[config.mk]
export PLATFORM = sky130hd
export DESIGN_NAME = cfgdma_engine
export DESIGN_NICKNAME = d
export VERILOG_FILES = /design/src/rtl/cfgdma_pkg.sv /design/src/rtl/cfgdma_doorbell.sv /design/src/rtl/cfgdma_cursor.sv /design/src/rtl/cfgdma_fsm.sv /design/src/rtl/cfgdma_engine.sv
export SDC_FILE = /design/constraint.sdc
export NUM_CORES = 1
export LEC_CHECK = 0
export ABC_AREA = 1
export BUFFER_PORTS_ARGS = -buffer_cell sky130_fd_sc_hd__buf_4
export CAP_MARGIN = 20
export CELL_PAD_IN_SITES_DETAIL_PLACEMENT = 1
export CELL_PAD_IN_SITES_GLOBAL_PLACEMENT = 2
export CORE_ASPECT_RATIO = 1.1
export CORE_UTILIZATION = 35
export CTS_CLUSTER_SIZE = 30
export DETAILED_ROUTE_END_ITERATION = 12
export HOLD_SLACK_MARGIN = 0.15
export PLACE_DENSITY = 0.95
export SYNTH_ARGS = -nofsm -noshare
export SYNTH_HDL_FRONTEND = slang
export SYNTH_HIERARCHICAL = 1
export SYNTH_SLANG_ARGS = --single-unit
[constraint.sdc]
create_clock -name clk -period 10.6 [get_ports clk]
set_input_delay 2.12 -clock clk [delete_from_list [all_inputs] [get_ports clk]]
set_output_delay 2.12 -clock clk [all_outputs]
set_load 0.02 [all_outputs]
[src/rtl/cfgdma_pkg.sv]
`timescale 1ns/1ps
package cfgdma_pkg;
    localparam logic [63:0] SIG_VALUE = 64'h5145_4D55_2043_4647;
    localparam int CB_READ   = 1;
    localparam int CB_SKIP   = 2;
    localparam int CB_SELECT = 3;
    localparam int DESC_WORDS = 4;

    typedef enum logic [2:0] {
        ST_IDLE, ST_FETCH, ST_DECODE, ST_MOVE, ST_STATUS
    } state_e;

    typedef enum logic [1:0] {
        MV_NONE, MV_READ, MV_SKIP
    } move_e;
endpackage

[src/rtl/cfgdma_doorbell.sv]
`timescale 1ns/1ps
module cfgdma_doorbell
    import cfgdma_pkg::*;
(
    input  logic        clk,
    input  logic        rst_n,
    input  logic        wr,
    input  logic [2:0]  off,
    input  logic [3:0]  size,
    input  logic [63:0] wdata,
    input  logic        busy,
    output logic        start,
    output logic [63:0] start_addr,
    output logic [63:0] rdata
);
    logic [63:0] addr_q, addr_d;
    logic [4:0]  span;
    logic [7:0]  shamt;
    logic [63:0] mask;

    always_comb begin
        addr_d = addr_q;
        start  = 1'b0;
        if (wr && !busy) begin
            if (size == 4'd4 && off == 3'd0) begin
                addr_d = {wdata[31:0], 32'h0};
            end else if (size == 4'd4 && off == 3'd4) begin
                addr_d = addr_q | {32'h0, wdata[31:0]};
                start  = 1'b1;
            end else if (size == 4'd8 && off == 3'd0) begin
                addr_d = wdata;
                start  = 1'b1;
            end
        end
        start_addr = addr_d;
    end

    always_ff @(posedge clk or negedge rst_n) begin
        if (!rst_n) addr_q <= '0;
        else        addr_q <= start ? '0 : addr_d;
    end

    always_comb begin
        span  = {2'b0, off} + {1'b0, size};
        shamt = {5'd8 - span, 3'b000};
        unique case (size)
            4'd1:    mask = 64'hFF;
            4'd2:    mask = 64'hFFFF;
            4'd4:    mask = 64'hFFFF_FFFF;
            4'd8:    mask = '1;
            default: mask = '0;
        endcase
        rdata = (span <= 5'd8) ? ((SIG_VALUE >> shamt) & mask) : '0;
    end
endmodule

[src/rtl/cfgdma_cursor.sv]
`timescale 1ns/1ps
module cfgdma_cursor #(
    parameter int KEY_W = 16,
    parameter int OFF_W = 32
) (
    input  logic             clk,
    input  logic             rst_n,
    input  logic             busy,
    input  logic             host_sel,
    input  logic [KEY_W-1:0] host_key,
    input  logic             host_rd,
    input  logic             dma_sel,
    input  logic [KEY_W-1:0] dma_key,
    input  logic             dma_adv,
    input  logic [OFF_W-1:0] dma_step,
    input  logic             itm_present,
    input  logic [OFF_W-1:0] itm_len,
    input  logic [7:0]       itm_byte,
    output logic [KEY_W-1:0] key,
    output logic [OFF_W-1:0] off,
    output logic             in_item,
    output logic [7:0]       rd_data
);
    assign in_item = itm_present && (off < itm_len);
    assign rd_data = in_item ? itm_byte : 8'h00;

    always_ff @(posedge clk or negedge rst_n) begin
        if (!rst_n) begin
            key <= '0;
            off <= '0;
        end else if (dma_sel) begin
            key <= dma_key;
            off <= '0;
        end else if (dma_adv) begin
            off <= off + dma_step;
        end else if (!busy) begin
            if (host_sel) begin
                key <= host_key;
                off <= '0;
            end else if (host_rd && in_item) begin
                off <= off + 1'b1;
            end
        end
    end
endmodule

[src/rtl/cfgdma_fsm.sv]
`timescale 1ns/1ps
module cfgdma_fsm
    import cfgdma_pkg::*;
#(
    parameter int KEY_W = 16,
    parameter int OFF_W = 32
) (
    input  logic             clk,
    input  logic             rst_n,
    input  logic             start,
    input  logic [63:0]      start_addr,
    input  logic             in_item,
    input  logic [OFF_W-1:0] itm_len,
    input  logic [OFF_W-1:0] cur_off,
    input  logic [7:0]       itm_byte,
    input  logic             mem_gnt,
    input  logic [31:0]      mem_rdata,
    input  logic             mem_err,
    output logic             busy,
    output logic             mem_req,
    output logic             mem_we,
    output logic             mem_word,
    output logic [63:0]      mem_addr,
    output logic [31:0]      mem_wdata,
    output logic             dma_sel,
    output logic [KEY_W-1:0] dma_key,
    output logic             dma_adv,
    output logic [OFF_W-1:0] dma_step
);
    localparam int IDX_W = $clog2(DESC_WORDS);

    state_e           state;
    move_e            mode;
    logic [63:0]      base, dst;
    logic [31:0]      len;
    logic [IDX_W-1:0] idx;
    logic [15:0]      c_key;
    logic             c_sel, c_rd, c_skip, err;
    logic [OFF_W-1:0] rem, step;

    assign rem  = itm_len - cur_off;
    assign step = (OFF_W'(len) < rem) ? OFF_W'(len) : rem;
    assign busy = (state != ST_IDLE);

    always_ff @(posedge clk or negedge rst_n) begin
        if (!rst_n) begin
            state <= ST_IDLE;
            mode  <= MV_NONE;
            base  <= '0;
            dst   <= '0;
            len   <= '0;
            idx   <= '0;
            c_key <= '0;
            c_sel <= 1'b0;
            c_rd  <= 1'b0;
            c_skip <= 1'b0;
            err   <= 1'b0;
        end else begin
            unique case (state)
                ST_IDLE: if (start) begin
                    base  <= start_addr;
                    idx   <= '0;
                    err   <= 1'b0;
                    state <= ST_FETCH;
                end
                ST_FETCH: if (mem_gnt) begin
                    if (mem_err) begin
                        err   <= 1'b1;
                        state <= ST_STATUS;
                    end else begin
                        unique case (idx)
                            2'd0: begin
                                c_key  <= mem_rdata[31:16];
                                c_sel  <= mem_rdata[CB_SELECT];
                                c_skip <= mem_rdata[CB_SKIP];
                                c_rd   <= mem_rdata[CB_READ];
                            end
                            2'd1: len <= mem_rdata;
                            2'd2: dst[63:32] <= mem_rdata;
                            default: dst[31:0] <= mem_rdata;
                        endcase
                        idx <= idx + 1'b1;
                        if (idx == IDX_W'(DESC_WORDS - 1)) state <= ST_DECODE;
                    end
                end
                ST_DECODE: begin
                    if (c_rd)        mode <= MV_READ;
                    else if (c_skip) mode <= MV_SKIP;
                    else begin
                        mode <= MV_NONE;
                        len  <= '0;
                    end
                    state <= ST_MOVE;
                end
                ST_MOVE: begin
                    if (len == '0 || err) begin
                        state <= ST_STATUS;
                    end else if (mode == MV_SKIP) begin
                        if (in_item) begin
                            dst <= dst + 64'(step);
                            len <= len - 32'(step);
                        end else begin
                            dst <= dst + 64'(len);
                            len <= '0;
                        end
                    end else if (mem_gnt) begin
                        dst <= dst + 64'd1;
                        len <= len - 32'd1;
                        if (mem_err) err <= 1'b1;
                    end
                end
                ST_STATUS: if (mem_gnt) state <= ST_IDLE;
                default: state <= ST_IDLE;
            endcase
        end
    end

    always_comb begin
        mem_req   = 1'b0;
        mem_we    = 1'b0;
        mem_word  = 1'b0;
        mem_addr  = '0;
        mem_wdata = '0;
        dma_sel   = 1'b0;
        dma_key   = KEY_W'(c_key);
        dma_adv   = 1'b0;
        dma_step  = OFF_W'(1);
        unique case (state)
            ST_IDLE: ;
            ST_FETCH: begin
                mem_req  = 1'b1;
                mem_word = 1'b1;
                mem_addr = base + (64'(idx) << 2);
            end
            ST_DECODE: dma_sel = c_sel;
            ST_MOVE: if (len != '0 && !err) begin
                if (mode == MV_SKIP) begin
                    dma_adv  = in_item;
                    dma_step = step;
                end else begin
                    mem_req   = 1'b1;
                    mem_we    = 1'b1;
                    mem_addr  = dst;
                    mem_wdata = {24'h0, in_item ? itm_byte : 8'h00};
                    dma_adv   = mem_gnt && in_item;
                end
            end
            ST_STATUS: begin
                mem_req   = 1'b1;
                mem_we    = 1'b1;
                mem_word  = 1'b1;
                mem_addr  = base;
                mem_wdata = {31'h0, err};
            end
            default: ;
        endcase
    end
endmodule

[src/rtl/cfgdma_engine.sv]
`timescale 1ns/1ps
module cfgdma_engine #(
    parameter int KEY_W = 16,
    parameter int OFF_W = 32
) (
    input  logic             clk,
    input  logic             rst_n,
    input  logic             db_wr,
    input  logic [2:0]       db_off,
    input  logic [3:0]       db_size,
    input  logic [63:0]      db_wdata,
    output logic [63:0]      db_rdata,
    input  logic             sel_wr,
    input  logic [KEY_W-1:0] sel_key,
    input  logic             rd_en,
    output logic [7:0]       rd_data,
    output logic             busy,
    output logic [KEY_W-1:0] itm_key,
    output logic [OFF_W-1:0] itm_off,
    input  logic             itm_present,
    input  logic [OFF_W-1:0] itm_len,
    input  logic [7:0]       itm_byte,
    output logic             mem_req,
    output logic             mem_we,
    output logic             mem_word,
    output logic [63:0]      mem_addr,
    output logic [31:0]      mem_wdata,
    input  logic             mem_gnt,
    input  logic [31:0]      mem_rdata,
    input  logic             mem_err
);
    logic             start, in_item, dma_sel, dma_adv;
    logic [63:0]      start_addr;
    logic [KEY_W-1:0] dma_key;
    logic [OFF_W-1:0] dma_step;

    cfgdma_doorbell u_db (
        .clk(clk), .rst_n(rst_n), .wr(db_wr), .off(db_off), .size(db_size),
        .wdata(db_wdata), .busy(busy), .start(start), .start_addr(start_addr),
        .rdata(db_rdata)
    );

    cfgdma_cursor #(.KEY_W(KEY_W), .OFF_W(OFF_W)) u_cur (
        .clk(clk), .rst_n(rst_n), .busy(busy), .host_sel(sel_wr),
        .host_key(sel_key), .host_rd(rd_en), .dma_sel(dma_sel),
        .dma_key(dma_key), .dma_adv(dma_adv), .dma_step(dma_step),
        .itm_present(itm_present), .itm_len(itm_len), .itm_byte(itm_byte),
        .key(itm_key), .off(itm_off), .in_item(in_item), .rd_data(rd_data)
    );

    cfgdma_fsm #(.KEY_W(KEY_W), .OFF_W(OFF_W)) u_fsm (
        .clk(clk), .rst_n(rst_n), .start(start), .start_addr(start_addr),
        .in_item(in_item), .itm_len(itm_len), .cur_off(itm_off),
        .itm_byte(itm_byte), .mem_gnt(mem_gnt), .mem_rdata(mem_rdata),
        .mem_err(mem_err), .busy(busy), .mem_req(mem_req), .mem_we(mem_we),
        .mem_word(mem_word), .mem_addr(mem_addr), .mem_wdata(mem_wdata),
        .dma_sel(dma_sel), .dma_key(dma_key), .dma_adv(dma_adv),
        .dma_step(dma_step)
    );
endmodule

# == Yosys cells after proc, flatten, opt, wreduce, memory -nomap -nowiden ==
# Cells that the tools add are included.
# word_totals
latch_bits,0
mem_bits_ro,0
ff_bits,299
mem_bits_rw,0
mem_count,0
elab_cells,177
# op_classes
n_reduce_logical,35
eq_ne,30
magnitude_cmp,3
n_shift,1
muxes,78
n_bitwise,3
add_sub_neg,12
n_mul,0
div,0
# ops
cell,count
64-bit 2-to-1 mux,14
32-bit 2-to-1 mux,21
64-bit case mux with 4 select lines,1
64-bit case mux with 3 select lines,1
64-bit by 32-bit adder with 64-bit output,2
64-bit case mux with 2 select lines,1
32-bit case mux with 3 select lines,1
64-bit by 1-bit adder with 64-bit output (second input constant),1
64-bit by 4-bit adder with 64-bit output,1
64-bit AND,1
32-bit < comparator,2
16-bit 2-to-1 mux,4
64-bit by 32-bit OR with 64-bit output,1
32-bit case mux with 2 select lines,1
63-bit by 8-bit right shift with 64-bit output (first input constant),1
32-bit subtractor,2
32-bit by 1-bit adder with 32-bit output (second input constant),1
32-bit adder,1
32-bit zero test,1
32-bit nonzero test,1
32-bit by 1-bit subtractor with 32-bit output (second input constant),1
2-bit != test (second input constant),13
3-bit 2-to-1 mux,6
1-bit 2-to-1 mux,16
39 further kinds,67

# == Logic depth before layout (Yosys ltp) ==
# depth
depth_word,9
depth_mapped,46
depth_no_buf,45

# == Cells and area by module ==
# Netlist, hierarchy kept.
# modules_own_cells
module,area_per_inst_um2,instances,seq_area_each_um2,cells_per_inst
cfgdma_fsm,21018.9,1,4679.5,3460
cfgdma_cursor,6715.2,1,1201.2,1139
cfgdma_doorbell,4536.9,1,1601.5,647

# == Worst setup path after synthesis ==
# Ideal clock, no wire load.
# synth_timing
path_kind,input-to-reg
from,input port itm_len[0]
to,register u_fsm.dst[34]
cell_stages,40
path_buffers,1
t_required_ps,10483
arrival_time_ps,6687
path_slack_ps,3796
path_cell_list,inv_1 > ha_1 > inv_1 > fa_1 > nand2_1 > nand2_1 > o21ai_1 > o21ai_2 > nand2_1 > nand2_1 > nand3_1 > nand2_1 > xor2_1 > inv_1 > ha_1 > nand2_1 > nor2_1 > nand2_1 > (+4 left out) > nand2_1 > o21ai_0 > nand2_1 > o211ai_1 > inv_1 > fa_1 > nand2_1 > o21ai_2 > a21boi_1 > o21ai_1 > nand2_1 > nand2_1 > a21oi_1 > nand2_1 > nand2_1 > nand2_1 > o21ai_1 > inv_1
# synth_between
elab_chain_cells,8
word_cells_on_any_way,10
cone_classes,add/sub (2); order compare (2); mux (5); reduce/logical (1)
# synth_rtl
element,line,rtl
start: declaration,cfgdma_engine.sv:21,"input logic [OFF_W-1:0] itm_len,"
32-bit subtractor,cfgdma_fsm.sv:41,assign rem = itm_len - cur_off;
32-bit < comparator,cfgdma_fsm.sv:42,assign step = (OFF_W'(len) < rem) ? OFF_W'(len) : rem;
32-bit 2-to-1 mux,cfgdma_fsm.sv:42,
64-bit by 32-bit adder with 64-bit output,cfgdma_fsm.sv:100,dst <= dst + 64'(step);
64-bit 2-to-1 mux (*),cfgdma_fsm.sv:99,if (in_item) begin
64-bit 2-to-1 mux (*),cfgdma_fsm.sv:98,end else if (mode == MV_SKIP) begin
64-bit 2-to-1 mux (*),cfgdma_fsm.sv:96,if (len == '0 || err) begin
64-bit case mux with 2 select lines (*),cfgdma_fsm.sv:59,unique case (state)
end signal: assignment,cfgdma_fsm.sv:100,
end signal: assignment,cfgdma_fsm.sv:103,dst <= dst + 64'(len);
end signal: assignment,cfgdma_fsm.sv:107,dst <= dst + 64'd1;
end: declaration,cfgdma_fsm.sv:34,"logic [63:0] base, dst;"
# Mark *: on every way between the ends. The rest lies on a longest branch, timed or not. The select of a mux whose other input is x is not followed.
# A chain may end at the register's enable or synchronous reset.

# == Worst setup path after layout ==
# layout_timing
from,input port itm_len[0]
to,register u_fsm.dst[40]
# Same word-level chain as after synthesis.

==> reports/results.ini <==
[setup_path]
path_class=input pin to flop
cp-end-kind=flop
slowest_stage=a21boi_1
critPathLaunchType=input pin
slowest_delay_ns=0.44
cp_data_arrival_time_ns=8.88
r2r_cells=40
cp_common_cell=nand2_1
cp.required_ns=11.12
crit_path_max_fanout=52

[synth]
avgSynthCellArea_sq_um=6.152
synth-compound-area-share_pct=17.84
synthMuxAreaShare_pct=0.03489
synth-edff-count=0
synth_top_family_by_area=simple AND/OR/NAND/NOR gates
synthTopCellsByCount=1,390 x nand2_1, 792 x inv_1, 554 x nor2_1
netlist_instances=5246
synthFlopType=dfrtp_1
synth-simple-area-share_pct=35.45
yosysTopAreaCellShare_pct=23.19
synth.most_common_cell=nand2_1
synth_top_cell_by_area=dfrtp_1
yosys_warnings=6
synth_area_leaders=dfrtp_1 23%, nand2_1 16%, inv_1 9.2%
synthesis.area_sq_um=32270
yosysUniqueCellTypes=66
synth_fa_ha_area_share_pct=8.127
async_flop_share_pct=100.0
seq_area_frac_synth_pct=23.19
synth_xor_area_share_pct=2.121
ys_ff_latch=299

[clock_tree]
cts_max_path_buffers=3
cts_hold_buf=0
cts_made_buffers=40
ctsHtreeMaxLevel=2
cts.sinks=299
post-cts-setup-buffers=0
cts_resized=0
clkLatencyLatePin_ns=0.61
cts_root_buf=clkbuf_16
clk_pin_slew_ns=0.06
cts_tree=built

[hold_path]
whs_path_depth=2
hp-class=flop to flop

[placed_design]
gp_congestion=1.016
placed_cell_area_sq_um=35620
hpwl_um=124000
io_buffers=342

[die]
fp.coreArea_sq_um=91150
die_h_um=320.5
pin_count=387
start_util_pct=35.41
num_rows=116
die_w_um=291.5
die_area_sq_um=93420

[sta]
rsz0062_at_grt=false
fin_crit_ns=8.369
drv_slew=0
finClkSkew_ns=0.03276
fmax_mhz=119.5
tightest_slew_ns=1.018
final_hold_viol_count=0
setup_violations=0
fin_setup_tns_ns=0
slew_headroom_pct=32.09
fin_crit_sh_pct=78.95

[pwr]
p_total_mw=9.841
ir_worst_vdd_v=0.0002139
leakage_nw=19.08
p_per_area_nw_per_um2=265.3

[status]
outcome=finished, final reports clean

[run]
maxCapViolCount=0

[global_route]
antenna_found_initial=7
grt_max_degree=148
grt_pass1_wl_um=229400
grt.total_usage_pct=32.06
grt_pass1_vias=37150
gr-total-overflow=0

[layout]
syn2layout_area_growth_pct=14.95
final_layout_size_suffix_gt1_share_pct=11.23
multiInputGateArea_sq_um=20710
seq_area_sq_um=7482
final_util_pct=40.70
final_nets=5873
final_area_sq_um=37100
fill_cells=12230

[route]
drc_errors=0
drt_iter0_markers=2956
via_per_inst=5.551
num_vias=37280
ant_nets=0
firstDrtPassIters=5
avgRoutedWirePerCell_um=22.90
routed_wirelength_um=153800

-- stage by stage --
step / cells / hold slack, ns / worst slack [ns]
floorplan: 5288 / 0.4423 / 3.796
global placement: 6635 / 0.4689 / 1.415
detailed placement: 6636 / 0.4737 / 1.225
CTS: 6709 / 0.4890 / 1.818
global route: 6712 / 0.5092 / 1.814
finish: 6715 / 0.4874 / 2.231
-- worst max-delay path: cells and delay by family --
kind	cells	cell delay, ns
buffers and inverters	8	0.98
xor gates and xnor gates	1	0.24
AOI/OAI and AO/OA	6	1.38
and+or+nand+nor	23	2.87
adders and majority gates	4	1.21
-- routing by layer --
layer	vias up	part of all wire [%]	global-route usage, %
li1	17560	-	-
met2	1244	47	54.06
met3	301	6.0	3.825
met5	-	0.034	0
met4	8	5.6	16.36
met1	18160	41	40.16
-- final cells by class --
type                            count  share of cell area, %
Tap cell                         1180                  3.980
Inverter                          831                  8.415
Clock buffer                       52                  3.093
Timing Repair Buffer              374                  7.744
Sequential cell                   299                  20.17
Multi-Input combinational cell   3954                  55.82
Antenna cell                        4                0.02698
Clock inverter                     21                 0.7555
-- state kept, by name, summed over array words and instances, names as in the netlist, 2 cells and up --
| name | cells |
|---|---|
| u_fsm/dma_key | 16 |
| u_fsm/idx | 2 |
| u_fsm/base | 64 |
| u_fsm/state | 3 |
| u_cur/key | 16 |
| u_db/addr_q | 64 |
| u_fsm/dst | 64 |
| u_fsm/len | 32 |
| u_cur/off | 32 |
| u_fsm/mode | 2 |
-- where the power goes --
group          internal, mW  switching, mW
sequential             1.52          0.531
clock                 0.913          0.623
combinational          1.96           4.29
total                  4.40           5.44
-- worst paths after layout --
| kind | from | to | slack, ns |
|---|---|---|---|
| hold / removal | u_fsm/dma_key[6] | u_fsm/dma_key[6] | 0.49 |
| hold reg to reg | u_fsm/dma_key[6] | u_fsm/dma_key[6] | 0.49 |
| setup reg to reg | u_cur/off[0] | u_fsm/dst[40] | 3.25 |
| max in group asynchronous | rst_n | u_db/addr_q[50] | 7.54 |
| setup / recovery | itm_len[0] | u_fsm/dst[40] | 2.23 |
| min in group asynchronous | rst_n | u_cur/key[8] | 1.55 |
-- logic make-up after synthesis --
| group | count (synthesis) |
|---|---|
| buffers and inverters | 1035 |
| XOR/XNOR | 76 |
| AO/OA/AOI/OAI | 972 |
| flip-flops | 299 |
| adder cells (fa/ha/maj) | 206 |
| other | 2 |
| AND/OR/NAND/NOR | 2655 |
| multiplexers | 1 |
-- cell usage in the layout (no fill, tap or decap), types with 14 or more instances in the layout --
cell type | synthesis | routed
nor2_2 | 23 | 25
nand3b_1 | 15 | 15
clkbuf_16 | 0 | 41
xnor2_1 | 20 | 20
o41ai_1 | 17 | 17
nand3_1 | 350 | 350
nor3_1 | 116 | 116
o22ai_1 | 75 | 75
a21o_1 | 14 | 14
a21oi_1 | 294 | 294
dfrtp_1 | 299 | 299
xor2_1 | 55 | 55
nand2_2 | 21 | 22
nor4_1 | 24 | 24
nor2_4 | 17 | 18
nand2_1 | 1390 | 1389
ha_1 | 200 | 200
nand4_1 | 68 | 68
o21ai_0 | 267 | 267
nor2_1 | 554 | 551
o21ai_1 | 52 | 52
buf_4 | 66 | 369
conb_1 | 2 | 44
o21bai_1 | 26 | 26
a31oi_1 | 15 | 15
o221ai_1 | 34 | 34
inv_1 | 792 | 792
inv_2 | 35 | 35
o21ai_2 | 15 | 15
o211ai_1 | 79 | 79
or2_2 | 26 | 26
a21boi_1 | 31 | 31
No activity file was read; power rests on OpenSTA's default activity.
